==> src/rtl/sysint_pkg.sv <==
package sysint_pkg;
  localparam int FLAG_W  = 3;
  localparam int LINES   = 2;
  localparam int F_ABT   = 0;
  localparam int F_LOST  = 1;
  localparam int F_MBX   = 2;

  typedef logic [FLAG_W-1:0] flag_vec_t;
endpackage

==> src/rtl/sysint_flag_bank.sv <==
module sysint_flag_bank
  import sysint_pkg::*;
(
  input  logic      clk,
  input  logic      rst_n,
  input  logic      set_abt,
  input  logic      set_lost,
  input  logic      ack_any,
  input  logic      mbx_pend,
  input  logic      wr_en,
  input  flag_vec_t wr_bits,
  output flag_vec_t flags_d,
  output flag_vec_t flags_q,
  output logic      clr_hit
);

  flag_vec_t w1c;

  always_comb begin
    w1c = wr_en ? wr_bits : '0;
    // a set event wins over a same-cycle clear
    flags_d[F_ABT]  = set_abt  | (flags_q[F_ABT] & ack_any & ~w1c[F_ABT]);
    flags_d[F_LOST] = set_lost | (flags_q[F_LOST] & ~w1c[F_LOST]);
    // mailbox summary is owned by the router and ignores clears here
    flags_d[F_MBX]  = mbx_pend;
    clr_hit         = |(flags_q & ~flags_d);
  end

  always_ff @(posedge clk) begin
    if (!rst_n) flags_q <= '0;
    else        flags_q <= flags_d;
  end


  set_prio_chk: assert property (@(posedge clk) disable iff (!rst_n)
    set_lost |=> flags_q[F_LOST]);


  lost_hold_chk: assert property (@(posedge clk) disable iff (!rst_n)
    flags_q[F_LOST] && !(wr_en && wr_bits[F_LOST]) |=> flags_q[F_LOST]);


  abt_autoclr_chk: assert property (@(posedge clk) disable iff (!rst_n)
    !ack_any && !set_abt |=> !flags_q[F_ABT]);

endmodule

==> src/rtl/sysint_line_drv.sv <==
module sysint_line_drv
  import sysint_pkg::*;
(
  input  logic      clk,
  input  logic      rst_n,
  input  flag_vec_t flags_d,
  input  flag_vec_t flags_q,
  input  flag_vec_t en_mask,
  input  logic      clr_hit,
  output logic      irq_q
);

  logic pend_d;

  always_comb pend_d = |(flags_d & en_mask);

  // a clear with flags left pending forces one low cycle
  always_ff @(posedge clk) begin
    if (!rst_n) irq_q <= 1'b0;
    else        irq_q <= pend_d & ~clr_hit;
  end


  retrig_gap_chk: assert property (@(posedge clk) disable iff (!rst_n)
    clr_hit && irq_q |=> !irq_q);


  irq_cause_chk: assert property (@(posedge clk) disable iff (!rst_n)
    irq_q |-> |(flags_q & $past(en_mask)));

endmodule

==> src/rtl/sysint_line_ctrl.sv <==
module sysint_line_ctrl
  import sysint_pkg::*;
#(
  parameter int NUM_MBOX = 32
) (
  input  logic                clk,
  input  logic                rst_n,
  input  logic                level_sel,
  input  logic                abort_mask,
  input  logic                lost_mask,
  input  logic                abort_evt,
  input  logic                lost_evt,
  input  logic [NUM_MBOX-1:0] abort_ack_bits,
  input  logic [1:0]          mbx_pend,
  input  logic                clr_wr,
  input  logic                clr_line,
  input  logic [2:0]          clr_bits,
  output logic [2:0]          flags0,
  output logic [2:0]          flags1,
  output logic                irq0,
  output logic                irq1
);

  logic      ack_any;
  flag_vec_t en_mask;
  flag_vec_t fl_d [LINES];
  flag_vec_t fl_q [LINES];
  logic      hit  [LINES];
  logic      irq  [LINES];

  always_comb begin
    ack_any         = |abort_ack_bits;
    en_mask         = '0;
    en_mask[F_ABT]  = abort_mask;
    en_mask[F_LOST] = lost_mask;
    en_mask[F_MBX]  = 1'b1;
  end

  for (genvar l = 0; l < LINES; l++) begin : g_line
    logic sel;
    assign sel = (level_sel == 1'(l));

    sysint_flag_bank u_bank (
      .clk      (clk),
      .rst_n    (rst_n),
      .set_abt  (abort_evt & sel),
      .set_lost (lost_evt & sel),
      .ack_any  (ack_any),
      .mbx_pend (mbx_pend[l]),
      .wr_en    (clr_wr & (clr_line == 1'(l))),
      .wr_bits  (clr_bits),
      .flags_d  (fl_d[l]),
      .flags_q  (fl_q[l]),
      .clr_hit  (hit[l])
    );

    sysint_line_drv u_drv (
      .clk     (clk),
      .rst_n   (rst_n),
      .flags_d (fl_d[l]),
      .flags_q (fl_q[l]),
      .en_mask (en_mask),
      .clr_hit (hit[l]),
      .irq_q   (irq[l])
    );
  end

  assign flags0 = fl_q[0];
  assign flags1 = fl_q[1];
  assign irq0   = irq[0];
  assign irq1   = irq[1];


  steer0_chk: assert property (@(posedge clk) disable iff (!rst_n)
    abort_evt && !level_sel |=> flags0[F_ABT]);


  steer1_chk: assert property (@(posedge clk) disable iff (!rst_n)
    lost_evt && level_sel |=> flags1[F_LOST]);

endmodule

==> config.mk <==
export PLATFORM = sky130hd
export DESIGN_NAME = sysint_line_ctrl
export DESIGN_NICKNAME = d
export VERILOG_FILES = /design/src/rtl/sysint_pkg.sv /design/src/rtl/sysint_flag_bank.sv /design/src/rtl/sysint_line_drv.sv /design/src/rtl/sysint_line_ctrl.sv
export SDC_FILE = /design/constraint.sdc
export NUM_CORES = 1
export LEC_CHECK = 0
export ABC_AREA = 1
export CAP_MARGIN = 20
export CORE_AREA = 4 4 46 48
export DETAILED_ROUTE_END_ITERATION = 16
export DIE_AREA = 0 0 50 52
export PLACE_DENSITY = 0.82
export SLEW_MARGIN = 30
export SYNTH_ARGS = -nofsm -noshare
export SYNTH_HDL_FRONTEND = slang
export SYNTH_SLANG_ARGS = --single-unit
==> constraint.sdc <==
create_clock -name clk -period 3 [get_ports clk]
set_clock_uncertainty 0.05 [all_clocks]
set_input_delay 0.6 -clock clk [delete_from_list [all_inputs] [get_ports clk]]
set_output_delay 0.6 -clock clk [all_outputs]
set_load 0.02 [all_outputs]
==> results of run 1 <==
[logic make-up after synthesis]
logic type / after synthesis / synth area share
AO/OA/AOI/OAI: 12 / 0.142
buffers and inverters: 12 / 0.0930
flip-flops: 8 / 0.331
AND/OR/NAND/NOR: 54 / 0.434
[tightest hold or removal path: cells and delay by family (launching register included)]
| kind | cells | cell delay, ns |
|---|---|---|
| flip-flops | 1 | 0.32 |
| AND/OR/NAND/NOR | 3 | 0.22 |
[registers in the layout, indices dropped and copies added, names as in the netlist]
signal                 cells
g_line.u_bank.flags_q      6
g_line.u_drv.irq_q         2
[cell usage after synthesis, drive strengths merged]
cell	count
nand2	24
nor2	24
inv	12
dfxtp	8
a21oi	6
nand3	6
o21ai	4
a22oi	2
[how the worst max path moves through the flow]
stage,to,slack (ns),cells after the start
after floorplan,g_line[1].u_drv.irq_q,1.54,8
after CTS,flags0[1],1.10,1
after detailed placement,g_line[1].u_drv.irq_q,1.01,9
after global placement,g_line[1].u_drv.irq_q,1.02,9
after global routing,flags0[1],1.04,1
final,flags0[1],1.11,1
[power groups by stage]
stage	clock, mW	sequential [mW]	combinational (mW)
after CTS	0.0830	0.118	0.116
after detailed placement	0	0.120	0.116
after global routing	0.0881	0.119	0.125
after floorplan	0	0.129	0.0269
final	0.0813	0.118	0.115
after global placement	0	0.120	0.114
[routing by layer]
metal	vias to the layer above	global-route usage
li1	381	-
met1	293	0.150
met2	31	0.267
met3	3	0.0458
met4	0	0.0553
met5	-	0
[cell type report]
type | instances | area [µm²]
clock buffers | 3 | 22.5
fillers | 162 | 649
inverters | 12 | 45.0
multi-input cells | 66 | 279
flip-flops and latches | 8 | 160
well taps | 25 | 31.3
repair buffers | 52 | 520
==> impl_metrics.toml, run 1 <==
[run_status]
run_status = "complete, no violations"

[sta]
setup_ws_ns = 1.11
finalSetupTns_ns = 0
fmaxAchievable_ghz = 0.529
whs_ns = 0.523
slew_headroom = 0.820
final_period_minus_worst_setup_slack_ns = 1.89
setup_viol_count_final = 0
finalCritPeriodShare = 0.630
worst-slew-pin-transition_ns = 0.269
rsz0062_at_grt = "no"
timing_max_transition_violations_final = 0
report.final.hold_viol_count = 0

[placed_design]
detailed_place.area_mm2 = 0.00104
dpl.hpwl_mm = 1.58
placed_cells_incl_taps = 163
port_buffers = 52
gpl.final_weighted_congestion = 0.716
pre_cts_ws_ns = 1.01

[power_and_ir_drop]
p_sw_mw = 0.0798
comb_power_share = 0.366
internal-power_mw = 0.234
power.clock.fraction = 0.259
totalPowerFinal_mw = 0.314
pwr-share-seq = 0.376
vdd_drop_max_mv = 0.248
power_leakage_nw = 0.467
power_switching_share = 0.254
power_per_cell_area_mw_per_mm2 = 297

[routing]
wirelength_mm = 1.72
drt-vias-per-instance = 4.27
detailroute.via_count = 708
routedLengthMet1_um = 672
dr.pass1.iters = 4
routed-wl-met3_um = 170
antenna_violation_net_count_after_detailed_routing = 0
highest-signal-layer = "met4"
detail_route.wl_per_cell_um = 10.4
drcViolationCount = 0
dr.first_iter.drc_count = 3
routed-wl-met2_um = 859

[hold_path]
min_from = "g_line[0].u_bank.flags_q[0]"
min-delay-path-class = "flip-flop to flip-flop"
worstHoldEndpoint = "g_line[0].u_drv.irq_q"
whs_path_depth = 3

[floorplan]
std_cell_rows = 15
die_area_mm2 = 0.00260
floorplan.initialDensity = 0.284
design.core.area_mm2 = 0.00171
width_of_the_die_um = 50
pin_count = 54
die_h_um = 52

[worst_setup_path]
endpoint_kind = "primary output"
cp.arrival_ns = 1.24
critical_path_maximum_fanout = 3
cpMaxStageDelayCell = "sky130_fd_sc_hd__clkdlybuf4s50_1"
cell_chain_of_the_critical_path = "clkdlybuf4s50_1"
path_buf_inv = 1
cp.required_ns = 2.35
startpoint_type = "flip-flop"
critical_path.top_delay_family = "buffers and inverters"
critical_path.startpoint = "g_line[0].u_bank.flags_q[1]"
r2r_startpoint = "g_line[0].u_bank.flags_q[1]"
timing.reg2reg.setup_slack_ns = 1.97
critPathKind = "flip-flop to primary output"
worstRegToRegCells = 4
rr_endpoint = "g_line[0].u_drv.irq_q"
crit_path_max_incr_delay_ns = 0.63

[clock_tree]
clkLatencyLatePin_ns = 0.25
cts.sink_count = 8
post_cts_resize_count = 0
clock_buffers_created_by_tritoncts = 3
ctsHoldBuffers = 0
cts_tree = "yes"
clk_path_buf_depth = 2
htreeDepth = 1
cts-root-buf = "sky130_fd_sc_hd__clkbuf_4"
clkTransAtPathRegs_ns = 0.05
post-cts-setup-buffers = 0

[global_route]
global_route.usage.total = 0.144
grt_first_pass_wirelength_mm = 2.90
grt_overflow_total = 0
grt_pass1_vias = 686
maximum_number_of_pins_on_one_net_before_global_route_repair = 7
number_of_antenna_violations_at_the_first_check_in_global_routing = 0

[logic_synthesis]
synth_sequential_area_ratio = 0.331
synth_largest_type_area_fraction = 0.331
syn_inst = 86
syn_nets = 132
yosys_register_bits = 8
library_cell_occupying_the_most_area_in_the_post_synthesis_netlist = "sky130_fd_sc_hd__dfxtp_1"
count_of_cell_types_in_the_netlist = 10
yosysWarnings = 0
netlist_top_cells_area = "sky130_fd_sc_hd__dfxtp_1 (33%), sky130_fd_sc_hd__nand2_1 (19%), sky130_fd_sc_hd__nor2_1 (19%)"
synthesis.area_per_instance_um2 = 5.63
syn-cell-area_um2 = 484

[layout]
synthToLayoutAreaGrowth_pct = 119
fin_area_mm2 = 0.00106
most-common-layout-cells = "sky130_fd_sc_hd__clkdlybuf4s50_1 (52), sky130_fd_sc_hd__nor2_1 (24), sky130_fd_sc_hd__nand2_1 (24)"
n_antenna_cell = 0
layout.core_utilization = 0.620
finish.cell_count_without_fillers = 166
layout-drive-gt1-share = 0.0284
final_net_count = 189
layout.cells.most_common = "sky130_fd_sc_hd__clkdlybuf4s50_1"

[run]
maxCapViolCount = 0
No activity file was read; power rests on OpenSTA's default activity.
==> inputs of run 2 (changes only) <==
- CORE_AREA: 4 4 46 48 -> 4 4 50 52
- DIE_AREA: 0 0 50 52 -> 0 0 54 56
- PLACE_DENSITY: 0.82 -> 0.73
- clock period: 3 -> 1.7 ns (I/O delays scaled with it)
==> run 2 against run 1 <==
- count of clock-buffer cells in the layout stayed put
- cell area grew 1.1%
- core utilization shrank 11 points
- final cell count rose by 2.4%
- global-route usage is 3.1 points lower
- worst hold slack got worse by 0.0041 ns
- first-iteration DRC count increased by 100%
- wire length up 5.1%
- non-clock buffer count increased by 1
- setup slack worse by 1.0 ns
- via count is 2.3% higher
- combinational power up 79%
- highest routed layer unchanged
==> impl_metrics.toml, run 2 (synthesized netlist as in run 1, its figures left out) <==
[sta]
slew_headroom = 0.820
setup_viol_count_final = 0
rsz0062_at_grt = "no"
worst-slew-pin-transition_ns = 0.271
report.final.hold_viol_count = 0
finalSetupTns_ns = 0
timing_max_transition_violations_final = 0
finalCritPeriodShare = 0.958
fmaxAchievable_ghz = 0.614
final_period_minus_worst_setup_slack_ns = 1.63

[floorplan]
die_h_um = 56
pin_count = 54
die_area_mm2 = 0.00302
design.core.area_mm2 = 0.00211
std_cell_rows = 17
floorplan.initialDensity = 0.230
width_of_the_die_um = 54

[clock_tree]
clkTransAtPathRegs_ns = 0.05
ctsHoldBuffers = 0
post_cts_resize_count = 0
clkLatencyLatePin_ns = 0.25
clk_path_buf_depth = 2
cts-root-buf = "sky130_fd_sc_hd__clkbuf_4"
cts_tree = "yes"
htreeDepth = 1
clock_buffers_created_by_tritoncts = 3
cts.sink_count = 8
post-cts-setup-buffers = 0

[worst_setup_path]
critical_path_maximum_fanout = 3
cp.required_ns = 1.31
cpMaxStageDelayCell = "sky130_fd_sc_hd__clkdlybuf4s50_1"
critPathKind = "flip-flop to primary output"
cell_chain_of_the_critical_path = "clkdlybuf4s50_1"
startpoint_type = "flip-flop"
path_buf_inv = 1
endpoint_kind = "primary output"
cp.arrival_ns = 1.24
critical_path.top_delay_family = "buffers and inverters"
crit_path_max_incr_delay_ns = 0.63

[routing]
routedLengthMet1_um = 705
antenna_violation_net_count_after_detailed_routing = 0
drcViolationCount = 0
detail_route.wl_per_cell_um = 10.6
drt-vias-per-instance = 4.26
detailroute.via_count = 724
wirelength_mm = 1.81
dr.pass1.iters = 5
highest-signal-layer = "met4"
dr.first_iter.drc_count = 6
routed-wl-met3_um = 198
routed-wl-met2_um = 882

[layout]
layout-drive-gt1-share = 0.0352
regMostFlops = "g_line.u_bank.flags_q"
largest_reg_flops = 6
most-common-layout-cells = "sky130_fd_sc_hd__clkdlybuf4s50_1 (52), sky130_fd_sc_hd__nor2_1 (24), sky130_fd_sc_hd__nand2_1 (24)"
fillCellCount = 204
fin_area_mm2 = 0.00107
n_antenna_cell = 0
final_net_count = 190
synthToLayoutAreaGrowth_pct = 121
finish.cell_count_without_fillers = 170
layout.cells.most_common = "sky130_fd_sc_hd__clkdlybuf4s50_1"
biggestRegsByFlops = "g_line.u_bank.flags_q (6), g_line.u_drv.irq_q (2)"

[power_and_ir_drop]
pwr-share-seq = 0.372
comb_power_share = 0.368
power.clock.fraction = 0.259
power_per_cell_area_mw_per_mm2 = 523
power_switching_share = 0.258
internal-power_mw = 0.415
vdd_drop_max_mv = 0.398
power_leakage_nw = 0.471
p_sw_mw = 0.145

[placed_design]
detailed_place.area_mm2 = 0.00105
dpl.hpwl_mm = 1.62
gpl.final_weighted_congestion = 0.770
placed_cells_incl_taps = 167
port_buffers = 52

[run_status]
run_status = "complete, no violations"

[global_route]
grt_pass1_vias = 699
maximum_number_of_pins_on_one_net_before_global_route_repair = 7
grt_overflow_total = 0
grt_first_pass_wirelength_mm = 2.65
global_route.usage.total = 0.113
number_of_antenna_violations_at_the_first_check_in_global_routing = 0

[run]
maxCapViolCount = 0

[hold_path]
min-delay-path-class = "flip-flop to flip-flop"
## run 2: worst paths after layout
| path | slack (ns) | cells after the start | start | to |
|---|---|---|---|---|
| setup / recovery | 0.07 | 1 | g_line[1].u_bank.flags_q[0] | flags1[0] |
| hold / removal | 0.52 | 3 | g_line[0].u_bank.flags_q[0] | g_line[0].u_drv.irq_q |
| setup reg to reg | 0.66 | 6 | g_line[0].u_bank.flags_q[1] | g_line[0].u_drv.irq_q |
| hold reg to reg | 0.52 | 3 | g_line[0].u_bank.flags_q[0] | g_line[0].u_drv.irq_q |
## run 2: per-stage QoR
step	hold WS (ns)	setup WS, ns	util	power, mW
6_report	0.519	0.0707	0.508	0.560
5_1_grt	0.557	0.0178	0.508	0.589
4_1_cts	0.532	0.0620	0.508	0.567
3_5_place_dp	0.514	-0.0663	0.497	0.420
3_3_place_gp	0.507	-0.0341	0.497	0.416
2_1_floorplan	0.383	0.495	-	0.276
## run 2: layout make-up
class	instances	area [µm²]	share of cell area
Tap cell	28	35.0	0.0327
Timing Repair Buffer	53	528	0.494
Inverter	12	45.0	0.0421
Multi-Input combinational cell	66	279	0.261
Clock buffer	3	22.5	0.0211
Sequential cell	8	160	0.150
## run 2: power groups by stage
stage,logic [mW],clock network (mW),registers [mW]
finish,0.206,0.145,0.208
CTS,0.208,0.150,0.209
global placement,0.204,0,0.212
floorplan,0.0475,0,0.228
detailed placement,0.207,0,0.212
global route,0.223,0.156,0.210
## run 2: per-layer routing
metal / GRT usage / vias to the layer above
met5: 0 / -
met4: 0.0356 / 0
li1: - / 381
met1: 0.110 / 305
met3: 0.0322 / 3
met2: 0.216 / 35
